===== src/rtl/regbist_pkg.sv =====
package regbist_pkg;

  typedef enum logic [2:0] {
    ST_IDLE,
    ST_WRITE,
    ST_HRST,
    ST_READ,
    ST_CMP,
    ST_DONE
  } rb_state_t;

  localparam logic [7:0] CODE_PATTERN_MISMATCH = 8'h05;
  localparam logic [7:0] CODE_RESET_NOT_CLEAR  = 8'h02;

  localparam logic MODE_PATTERN = 1'b0;
  localparam logic MODE_RESET   = 1'b1;

endpackage


===== src/rtl/regbist_pattern_gen.sv =====
module regbist_pattern_gen #(
  parameter int NUM_REGS = 4,
  parameter int ADDR_W   = 8,
  parameter int DATA_W   = 8,
  parameter int IDX_W    = 2,
  parameter int SEED_W   = 9,
  parameter logic [NUM_REGS*ADDR_W-1:0] REG_ADDRS = '0,
  parameter logic [NUM_REGS*DATA_W-1:0] REG_MASKS = '1,
  parameter logic [DATA_W-1:0] FILL = '1
) (
  input  logic              mode_q,
  input  logic [IDX_W-1:0]  idx,
  input  logic [SEED_W-1:0] seed,
  output logic [ADDR_W-1:0] cur_addr,
  output logic [DATA_W-1:0] cur_wdata,
  output logic [DATA_W-1:0] cur_mask
);
  import regbist_pkg::*;

  logic [ADDR_W-1:0] addr_tab [NUM_REGS];
  logic [DATA_W-1:0] mask_tab [NUM_REGS];

  for (genvar g = 0; g < NUM_REGS; g++) begin : g_slot
    assign addr_tab[g] = REG_ADDRS[g*ADDR_W +: ADDR_W];
    assign mask_tab[g] = REG_MASKS[g*DATA_W +: DATA_W];
  end

  logic [DATA_W-1:0] rolling;
  assign rolling = DATA_W'(seed) + DATA_W'(idx);

  assign cur_addr  = addr_tab[idx];
  assign cur_mask  = mask_tab[idx];
  assign cur_wdata = (mode_q == MODE_RESET) ? FILL : rolling;
endmodule


===== src/rtl/regbist_compare.sv =====
module regbist_compare #(
  parameter int DATA_W = 8
) (
  input  logic              mode_q,
  input  logic [DATA_W-1:0] written,
  input  logic [DATA_W-1:0] readback,
  input  logic [DATA_W-1:0] mask,
  output logic              mismatch
);
  import regbist_pkg::*;

  logic [DATA_W-1:0] expected;
  assign expected = (mode_q == MODE_RESET) ? '0 : written;
  assign mismatch = |((readback ^ expected) & mask);
endmodule


===== src/rtl/regbist_ctrl.sv =====
module regbist_ctrl #(
  parameter int NUM_REGS   = 4,
  parameter int ADDR_W     = 8,
  parameter int DATA_W     = 8,
  parameter int NUM_PASSES = 256,
  parameter int RST_CYCLES = 2,
  parameter int IDX_W      = 2,
  parameter int SEED_W     = 9,
  parameter int HC_W       = 2
) (
  input  logic              clk,
  input  logic              rst_n,
  input  logic              start,
  input  logic              mode_in,
  input  logic              mismatch,
  input  logic [ADDR_W-1:0] cur_addr,
  input  logic [DATA_W-1:0] cur_wdata,
  input  logic [DATA_W-1:0] rdata,
  output logic              mode_q,
  output logic [IDX_W-1:0]  idx,
  output logic [SEED_W-1:0] seed,
  output logic              wr,
  output logic              rd,
  output logic              hrst,
  output logic              done,
  output logic              pass,
  output logic              error_valid,
  output logic [7:0]        error_code,
  output logic [ADDR_W-1:0] err_addr,
  output logic [DATA_W-1:0] err_wdata,
  output logic [DATA_W-1:0] err_rdata
);
  import regbist_pkg::*;

  localparam logic [IDX_W-1:0]  LAST_IDX  = IDX_W'(NUM_REGS - 1);
  localparam logic [SEED_W-1:0] LAST_SEED = SEED_W'(NUM_PASSES - 1);
  localparam logic [HC_W-1:0]   LAST_HC   = HC_W'(RST_CYCLES - 1);

  rb_state_t       state;
  logic [HC_W-1:0] hcnt;

  assign wr   = (state == ST_WRITE);
  assign rd   = (state == ST_READ);
  assign hrst = (state == ST_HRST);

  always_ff @(posedge clk or negedge rst_n) begin
    if (!rst_n) begin
      state       <= ST_IDLE;
      mode_q      <= MODE_PATTERN;
      idx         <= '0;
      seed        <= '0;
      hcnt        <= '0;
      done        <= 1'b0;
      pass        <= 1'b0;
      error_valid <= 1'b0;
      error_code  <= '0;
      err_addr    <= '0;
      err_wdata   <= '0;
      err_rdata   <= '0;
    end else begin
      case (state)
        ST_IDLE, ST_DONE: begin
          if (start) begin
            state       <= ST_WRITE;
            mode_q      <= mode_in;
            idx         <= '0;
            seed        <= '0;
            hcnt        <= '0;
            done        <= 1'b0;
            pass        <= 1'b0;
            error_valid <= 1'b0;
            error_code  <= '0;
            err_addr    <= '0;
            err_wdata   <= '0;
            err_rdata   <= '0;
          end
        end
        ST_WRITE: begin
          if (idx == LAST_IDX) begin
            idx   <= '0;
            hcnt  <= '0;
            state <= (mode_q == MODE_RESET) ? ST_HRST : ST_READ;
          end else begin
            idx <= idx + 1'b1;
          end
        end
        ST_HRST: begin
          hcnt <= hcnt + 1'b1;
          if (hcnt == LAST_HC) state <= ST_READ;
        end
        ST_READ: begin
          state <= ST_CMP;
        end
        ST_CMP: begin
          if (mismatch) begin
            state       <= ST_DONE;
            done        <= 1'b1;
            error_valid <= 1'b1;
            error_code  <= (mode_q == MODE_RESET) ? CODE_RESET_NOT_CLEAR
                                                  : CODE_PATTERN_MISMATCH;
            err_addr    <= cur_addr;
            err_wdata   <= cur_wdata;
            err_rdata   <= rdata;
          end else if (idx == LAST_IDX) begin
            idx <= '0;
            if (mode_q == MODE_RESET || seed == LAST_SEED) begin
              state <= ST_DONE;
              done  <= 1'b1;
              pass  <= 1'b1;
            end else begin
              seed  <= seed + 1'b1;
              state <= ST_WRITE;
            end
          end else begin
            idx   <= idx + 1'b1;
            state <= ST_READ;
          end
        end
        default: state <= ST_IDLE;
      endcase
    end
  end
endmodule


===== src/rtl/regbist_engine.sv =====
module regbist_engine #(
  parameter int NUM_REGS   = 4,
  parameter int ADDR_W     = 8,
  parameter int DATA_W     = 8,
  parameter int NUM_PASSES = 256,
  parameter int RST_CYCLES = 2,
  parameter logic [NUM_REGS*ADDR_W-1:0] REG_ADDRS = 32'h0C0B0A09,
  parameter logic [NUM_REGS*DATA_W-1:0] REG_MASKS = 32'hFF3FFFF0,
  parameter logic [DATA_W-1:0] FILL = 8'hA5
) (
  input  logic              clk,
  input  logic              rst_n,
  input  logic              start,
  input  logic              mode,
  output logic [ADDR_W-1:0] bus_addr,
  output logic [DATA_W-1:0] bus_wdata,
  output logic              bus_wr,
  output logic              bus_rd,
  input  logic [DATA_W-1:0] bus_rdata,
  output logic              hard_reset,
  output logic              done,
  output logic              pass,
  output logic              error_valid,
  output logic [7:0]        error_code,
  output logic [ADDR_W-1:0] err_addr,
  output logic [DATA_W-1:0] err_wdata,
  output logic [DATA_W-1:0] err_rdata
);
  localparam int IDX_W  = (NUM_REGS > 1) ? $clog2(NUM_REGS) : 1;
  localparam int SEED_W = $clog2(NUM_PASSES + 1);
  localparam int HC_W   = $clog2(RST_CYCLES + 1);

  logic              mode_q;
  logic [IDX_W-1:0]  idx;
  logic [SEED_W-1:0] seed;
  logic [ADDR_W-1:0] cur_addr;
  logic [DATA_W-1:0] cur_wdata;
  logic [DATA_W-1:0] cur_mask;
  logic              mismatch;

  regbist_pattern_gen #(
    .NUM_REGS (NUM_REGS),
    .ADDR_W   (ADDR_W),
    .DATA_W   (DATA_W),
    .IDX_W    (IDX_W),
    .SEED_W   (SEED_W),
    .REG_ADDRS(REG_ADDRS),
    .REG_MASKS(REG_MASKS),
    .FILL     (FILL)
  ) pgen_i (
    .mode_q   (mode_q),
    .idx      (idx),
    .seed     (seed),
    .cur_addr (cur_addr),
    .cur_wdata(cur_wdata),
    .cur_mask (cur_mask)
  );

  regbist_compare #(
    .DATA_W(DATA_W)
  ) cmp_i (
    .mode_q  (mode_q),
    .written (cur_wdata),
    .readback(bus_rdata),
    .mask    (cur_mask),
    .mismatch(mismatch)
  );

  regbist_ctrl #(
    .NUM_REGS  (NUM_REGS),
    .ADDR_W    (ADDR_W),
    .DATA_W    (DATA_W),
    .NUM_PASSES(NUM_PASSES),
    .RST_CYCLES(RST_CYCLES),
    .IDX_W     (IDX_W),
    .SEED_W    (SEED_W),
    .HC_W      (HC_W)
  ) ctrl_i (
    .clk        (clk),
    .rst_n      (rst_n),
    .start      (start),
    .mode_in    (mode),
    .mismatch   (mismatch),
    .cur_addr   (cur_addr),
    .cur_wdata  (cur_wdata),
    .rdata      (bus_rdata),
    .mode_q     (mode_q),
    .idx        (idx),
    .seed       (seed),
    .wr         (bus_wr),
    .rd         (bus_rd),
    .hrst       (hard_reset),
    .done       (done),
    .pass       (pass),
    .error_valid(error_valid),
    .error_code (error_code),
    .err_addr   (err_addr),
    .err_wdata  (err_wdata),
    .err_rdata  (err_rdata)
  );

  assign bus_addr  = cur_addr;
  assign bus_wdata = cur_wdata;
endmodule


===== config.mk =====
export PLATFORM = sky130hd
export DESIGN_NAME = regbist_engine
export DESIGN_NICKNAME = d
export VERILOG_FILES = /design/src/rtl/regbist_pkg.sv /design/src/rtl/regbist_pattern_gen.sv /design/src/rtl/regbist_compare.sv /design/src/rtl/regbist_ctrl.sv /design/src/rtl/regbist_engine.sv
export SDC_FILE = /design/constraint.sdc
export NUM_CORES = 1
export LEC_CHECK = 0
export ABC_AREA = 1
export CORE_MARGIN = 2
export CORE_UTILIZATION = 50
export CTS_CLUSTER_DIAMETER = 80
export DETAILED_ROUTE_END_ITERATION = 10
export PLACE_DENSITY = 0.8
export SLEW_MARGIN = 15
export SYNTH_ARGS = -nofsm -noshare
export SYNTH_HDL_FRONTEND = slang
export SYNTH_HIERARCHICAL = 1
export SYNTH_SLANG_ARGS = --single-unit

===== constraint.sdc =====
create_clock -name clk -period 6 [get_ports clk]
set_input_delay 0.9 -clock clk [delete_from_list [all_inputs] [get_ports clk]]
set_output_delay 0.9 -clock clk [all_outputs]
set_load 0.1 [all_outputs]

After elaboration in Yosys (flattened, before gate mapping):

Cells that the tools add are included.

* equal/unequal tests: 18
* $add $sub $neg: 4
* $lt $le $gt $ge: 1
* bitwise gates (word level): 3
* reduce and logical (&&, ||, !) cells: 15
* multiplexer cells: 46

Operators with widths (count)
* 8-bit two-way mux: 11
* 8-bit one-hot mux with 2 select lines: 4
* 9-bit two-way mux: 4
* 8-bit binary-select mux with 2-bit select: 2
* 3-bit two-way mux: 7
* 9-bit one-hot mux with 2 select lines: 1
* 3-bit one-hot mux with 5 select lines: 1
* 2-bit one-hot mux with 3 select lines: 2
* 3-bit AND reduction: 4
* 5-bit AND reduction: 2
* 9-bit by 1-bit adder with 9-bit output, second input constant: 1
* 9-bit by 8-bit equality test with 1-bit output, second input constant: 1
* 8-bit by 2-bit adder with 8-bit output: 1
* 8-bit AND: 1
* 2-bit two-way mux: 4
* 2-bit by 1-bit inequality test with 1-bit output, second input constant: 4
* 2-bit inequality test, second input constant: 4
* 8-bit OR reduction: 1
* 8-bit bitwise XOR: 1
* 1-bit two-way mux: 7
* 3-bit by 2-bit equality test with 1-bit output, second input constant: 2
* 3-bit equality test, second input constant: 2
* 3-bit by 2-bit inequality test with 1-bit output, second input constant: 2
* 1-bit one-hot mux with 2 select lines: 3
* 13 further kinds: 15

* output and inout port bits: 54
* input port bits: 12
* bits in registers: 52
* logic and storage cells: 99

Logic depth before layout (Yosys ltp):

* depth after elaboration: 8
* depth in mapped cells: 19

By module:

The synthesis kept the hierarchy.

Modules (own cells, without submodules)
* regbist_ctrl: seq. area each 1151.1 um^2, cells an instance 274, instances 1, area an instance 2214.6 um^2
* regbist_pattern_gen: seq. area each 0.0 um^2, cells an instance 68, instances 1, area an instance 401.6 um^2
* regbist_compare: seq. area each 0.0 um^2, cells an instance 49, instances 1, area an instance 240.2 um^2

Worst setup path before layout:

Ideal clock, no wire load.

* path kind: register to register
* start point: register ctrl_i.idx[0]
* end point: register ctrl_i.err_wdata[2]
* path slack: 2114 ps
* buffers on the path: 1
* arrival time: 3815 ps
* stages on the path, launching flop included: 17
* path through: dfrtp_1 ha_1 fa_1 nand2_2 inv_1 o21ai_1 nand3_1 nand3_1 nand2_1 nor2_1 nand2_1 nand3_2 inv_2 nor2_4 buf_4 nand2_1 nand2_1

* cells in the longest elaborated chain, start to end: 8

Ends and longest elaborated chain
* from (decl): line regbist_ctrl.sv:20 `output logic [IDX_W-1:0] idx,`
* from (signal assigned): line regbist_ctrl.sv:84 `idx <= idx + 1'b1;`
* from (signal assigned): line regbist_ctrl.sv:115 `idx <= idx + 1'b1;`
* 8-bit by 2-bit adder with 8-bit output: line regbist_pattern_gen.sv:29 `assign rolling = DATA_W'(seed) + DATA_W'(idx);`
* 8-bit two-way mux: line regbist_pattern_gen.sv:33 `assign cur_wdata = (mode_q == MODE_RESET) ? FILL : rolling;`
* net bus_wdata[2]: line regbist_engine.sv:16 `output logic [DATA_W-1:0] bus_wdata,`
* 8-bit two-way mux: line regbist_compare.sv:13 `assign expected = (mode_q == MODE_RESET) ? '0 : written;`
* 8-bit bitwise XOR: line regbist_compare.sv:14 `assign mismatch = |((readback ^ expected) & mask);`
* 8-bit AND: line regbist_compare.sv:14
* 8-bit OR reduction: line regbist_compare.sv:14
* net mismatch: line regbist_engine.sv:39 `logic mismatch;`
* 2-bit inequality test (no source line)
* 3-bit AND reduction (no source line)
* to (signal assigned): line regbist_ctrl.sv:102 `err_wdata <= cur_wdata;`
* to (decl): line regbist_ctrl.sv:30 `output logic [DATA_W-1:0] err_wdata,`

The timed path passes the listed nets, and every way through them passes these cells. The select of a mux whose other input is x is not followed.
A chain may end at the register's enable or synchronous reset.

Worst setup path in the final report:

* start point: register ctrl_i.idx[0]
* end point: output port bus_wdata[6]

* cells in the longest elaborated chain, start to end: 2

Ends and longest elaborated chain (line)
* 8-bit by 2-bit adder with 8-bit output: regbist_pattern_gen.sv:29
* 8-bit two-way mux: regbist_pattern_gen.sv:33
* to (decl): regbist_engine.sv:16

No other way between the ends.

==> impl_metrics.json <==
{
  "worstPathCellList": "ha_1 > fa_1 > nand2_2 > inv_1 > nand2_1 > nand2_1 > nor2_2 > clkdlybuf4s50_1",
  "start_kind": "flip-flop",
  "drtIter0Drc": 121,
  "yosys_warnings": 6,
  "clock-sinks": 46,
  "outcome": "completed",
  "crit_buf_inv": 2,
  "cp.arrival_ns": 3.05,
  "min_path_type": "reg2reg",
  "antenna_cells": 0,
  "synth_edf_count": 0,
  "dr.pass1.iters": 4,
  "relSlewSlack_pct": 32.4,
  "synth_area_leaders": "dfrtp_1 40%, nand2_1 20%, nand3_1 5.6%",
  "grt_overflow": 0,
  "slowest_delay_ns": 1.17,
  "clkTransAtPathRegs_ns": 0.08,
  "num_vias": 2518,
  "fin_nets": 462,
  "critPathMostFrequentCell": "nand2_1",
  "grtUsageTotal_pct": 20.9,
  "setup_viol_count_final": 0,
  "seq_area_mm2": 0.00115,
  "grt_pass1_wl_um": 10600,
  "final_antenna_net_count": 0,
  "fin_tns_setup_ns": 0,
  "yosys.area.top_type": "dfrtp_1",
  "initial_core_util_pct": 51.9,
  "fillers": 441,
  "clk_latency_ns": 0.29,
  "grt_pass1_vias": 2433,
  "die_w_um": 79.6,
  "crit_slowest_cell": "clkdlybuf4s50_1",
  "drv_cap": 0,
  "gp_congestion": 0.868,
  "clk_path_buf_depth": 2,
  "multiInputGateArea_mm2": 0.00139,
  "yosysTopAreaCellShare_pct": 40.3,
  "post_synth_num_cell_types": 28,
  "synth_compound_area_share_pct": 4.25,
  "hpwl_um": 4600,
  "clock-skew-final_ns": 0.00395,
  "post_cts_buffers": 0,
  "area_growth_pct": 22.0,
  "avgSynthCellArea_um2": 7.31,
  "ys_async_sr_fraction_pct": 100,
  "synthCells": 391,
  "slew_violations": 0,
  "wirelength_um": 6200,
  "synth-adder-area-share_pct": 5.52,
  "required_ns": 5.10,
  "synthMuxAreaShare_pct": 0,
  "synth_flop_cell": "dfrtp_1",
  "synth_area_mm2": 0.00286,
  "yosys.area_share.simple_pct": 36.7,
  "fp-row-count": 27,
  "vias_per_cell": 4.93,
  "fp.dieH_um": 79.6,
  "min_period_over_period_pct": 65.8,
  "hold_viol": 0,
  "numCtsBuffers": 5,
  "final_common_cell": "nand2_1",
  "final_cell_mix": "153 x nand2_1, 54 x clkdlybuf4s50_1, 46 x dfrtp_1",
  "core-area_mm2": 0.00551,
  "cts_tree": "yes",
  "ys_seq_area_share_pct": 40.3,
  "die-area_mm2": 0.00633,
  "critPathTopFamily": "buffers and inverters",
  "drive_gt1_share_pct": 9.34,
  "antenna_found_initial": 0,
  "grt_max_degree": 47,
  "ys_ff_latch": 46,
  "synth_top_family_by_area": "simple AND/OR/NAND/NOR gates",
  "crit_fanout": 6,
  "postCtsHoldBufs": 0,
  "port_buffers": 55,
  "drcViolationCount": 0,
  "cp-end-kind": "primary output",
  "period_minus_slack_ns": 3.95,
  "worstMarginPinSlew_ns": 1.01,
  "cts-root-buf": "clkbuf_8",
  "max_freq_mhz": 253,
  "worstSetupPathType": "reg2out",
  "htreeDepth": 2,
  "rsz0062_at_grt": "false",
  "synth-xor-area-share_pct": 0.613,
  "cts_resized": 0,
  "routedWlPerCell_um": 12.1,
  "io-pin-count": 66
}
[kinds of logic (layout without fill, tap and decap cells)]
| group | after synthesis | after routing |
|---|---|---|
| AO/OA/AOI/OAI | 23 | 23 |
| XOR/XNOR | 2 | 2 |
| adder cells (fa/ha/maj) | 12 | 12 |
| buffers and inverters | 68 | 107 |
| flip-flops | 46 | 46 |
| other | 3 | 12 |
| AND/OR/NAND/NOR | 237 | 237 |
[cell type report]
type	count	area share, %
timing repair buffer	55	15.6
clock buffer	6	2.37
inverter	44	4.74
tap	72	2.58
multi-input combinational	286	39.9
sequential	46	33.0
clock inverter	2	1.72
[Yosys cell counts (2+ instances only)]
master	n
nand2_1	153
dfrtp_1	46
inv_1	37
nand3_1	32
nor2_1	24
buf_4	20
o21ai_1	13
ha_1	11
nand3_2	8
inv_2	7
nor2_2	5
o21ai_0	5
nand2_2	4
a21oi_1	3
conb_1	3
or2_2	3
buf_2	2
nand4_1	2
nor2_4	2
or2_0	2
xor2_1	2
[state kept, by name (all words and copies together) (netlist names)]
| register | cells |
|---|---|
| ctrl_i/hcnt | 2 |
| ctrl_i/error_code | 2 |
| ctrl_i/mode_q | 1 |
| ctrl_i/state | 3 |
| ctrl_i/error_valid | 1 |
| ctrl_i/err_addr | 8 |
| ctrl_i/pass | 1 |
| ctrl_i/done | 1 |
| ctrl_i/err_wdata | 8 |
| ctrl_i/err_rdata | 8 |
| ctrl_i/idx | 2 |
| ctrl_i/seed | 9 |
[per-layer routing]
layer	global-route usage, %	up-vias	share of wire (%)
li1	-	1279	-
met1	25.2	1171	43
met2	37.3	60	51
met3	3.85	8	4.8
met4	6.72	0	1.1
met5	0	-	0
[path summary, 6_finish.rpt]
check	startpoint	endpoint	slack, ns	depth (start not counted)
setup / recovery	ctrl_i/idx[0]$_DFFE_PN0P_	bus_wdata[6]	2.05	8
hold / removal	ctrl_i/err_addr[3]$_DFFE_PN0P_	ctrl_i/err_addr[3]$_DFFE_PN0P_	0.47	2
setup reg to reg	ctrl_i/idx[0]$_DFFE_PN0P_	ctrl_i/err_rdata[1]$_DFFE_PN0P_	2.72	17
hold reg to reg	ctrl_i/err_addr[3]$_DFFE_PN0P_	ctrl_i/err_addr[3]$_DFFE_PN0P_	0.47	2
max in group asynchronous	rst_n	ctrl_i/err_wdata[7]$_DFFE_PN0P_	4.61	1
min in group asynchronous	rst_n	ctrl_i/err_addr[3]$_DFFE_PN0P_	0.78	1
[tightest hold or removal path: stages, from the launching register on]
cell and delay [ns]:
dfrtp_1 0.35, nand2_1 0.05, nand2_1 0.05
[through the flow]
step | hold WS [ns] | setup WS (ns) | area [µm²] | utilization (%) | instances
2_1_floorplan | 0.442 | 2.11 | 2890 | - | 400
3_3_place_gp | 0.453 | 2.41 | 3340 | 60.7 | 503
3_5_place_dp | 0.458 | 2.38 | 3340 | 60.7 | 503
4_1_cts | 0.479 | 2.04 | 3490 | 63.3 | 511
5_1_grt | 0.496 | 1.90 | 3490 | 63.3 | 511
6_report | 0.474 | 2.05 | 3490 | 63.3 | 511
Power is not shown: default switching activity piles up to over one toggle a cycle in this logic, so the estimate is an artifact.
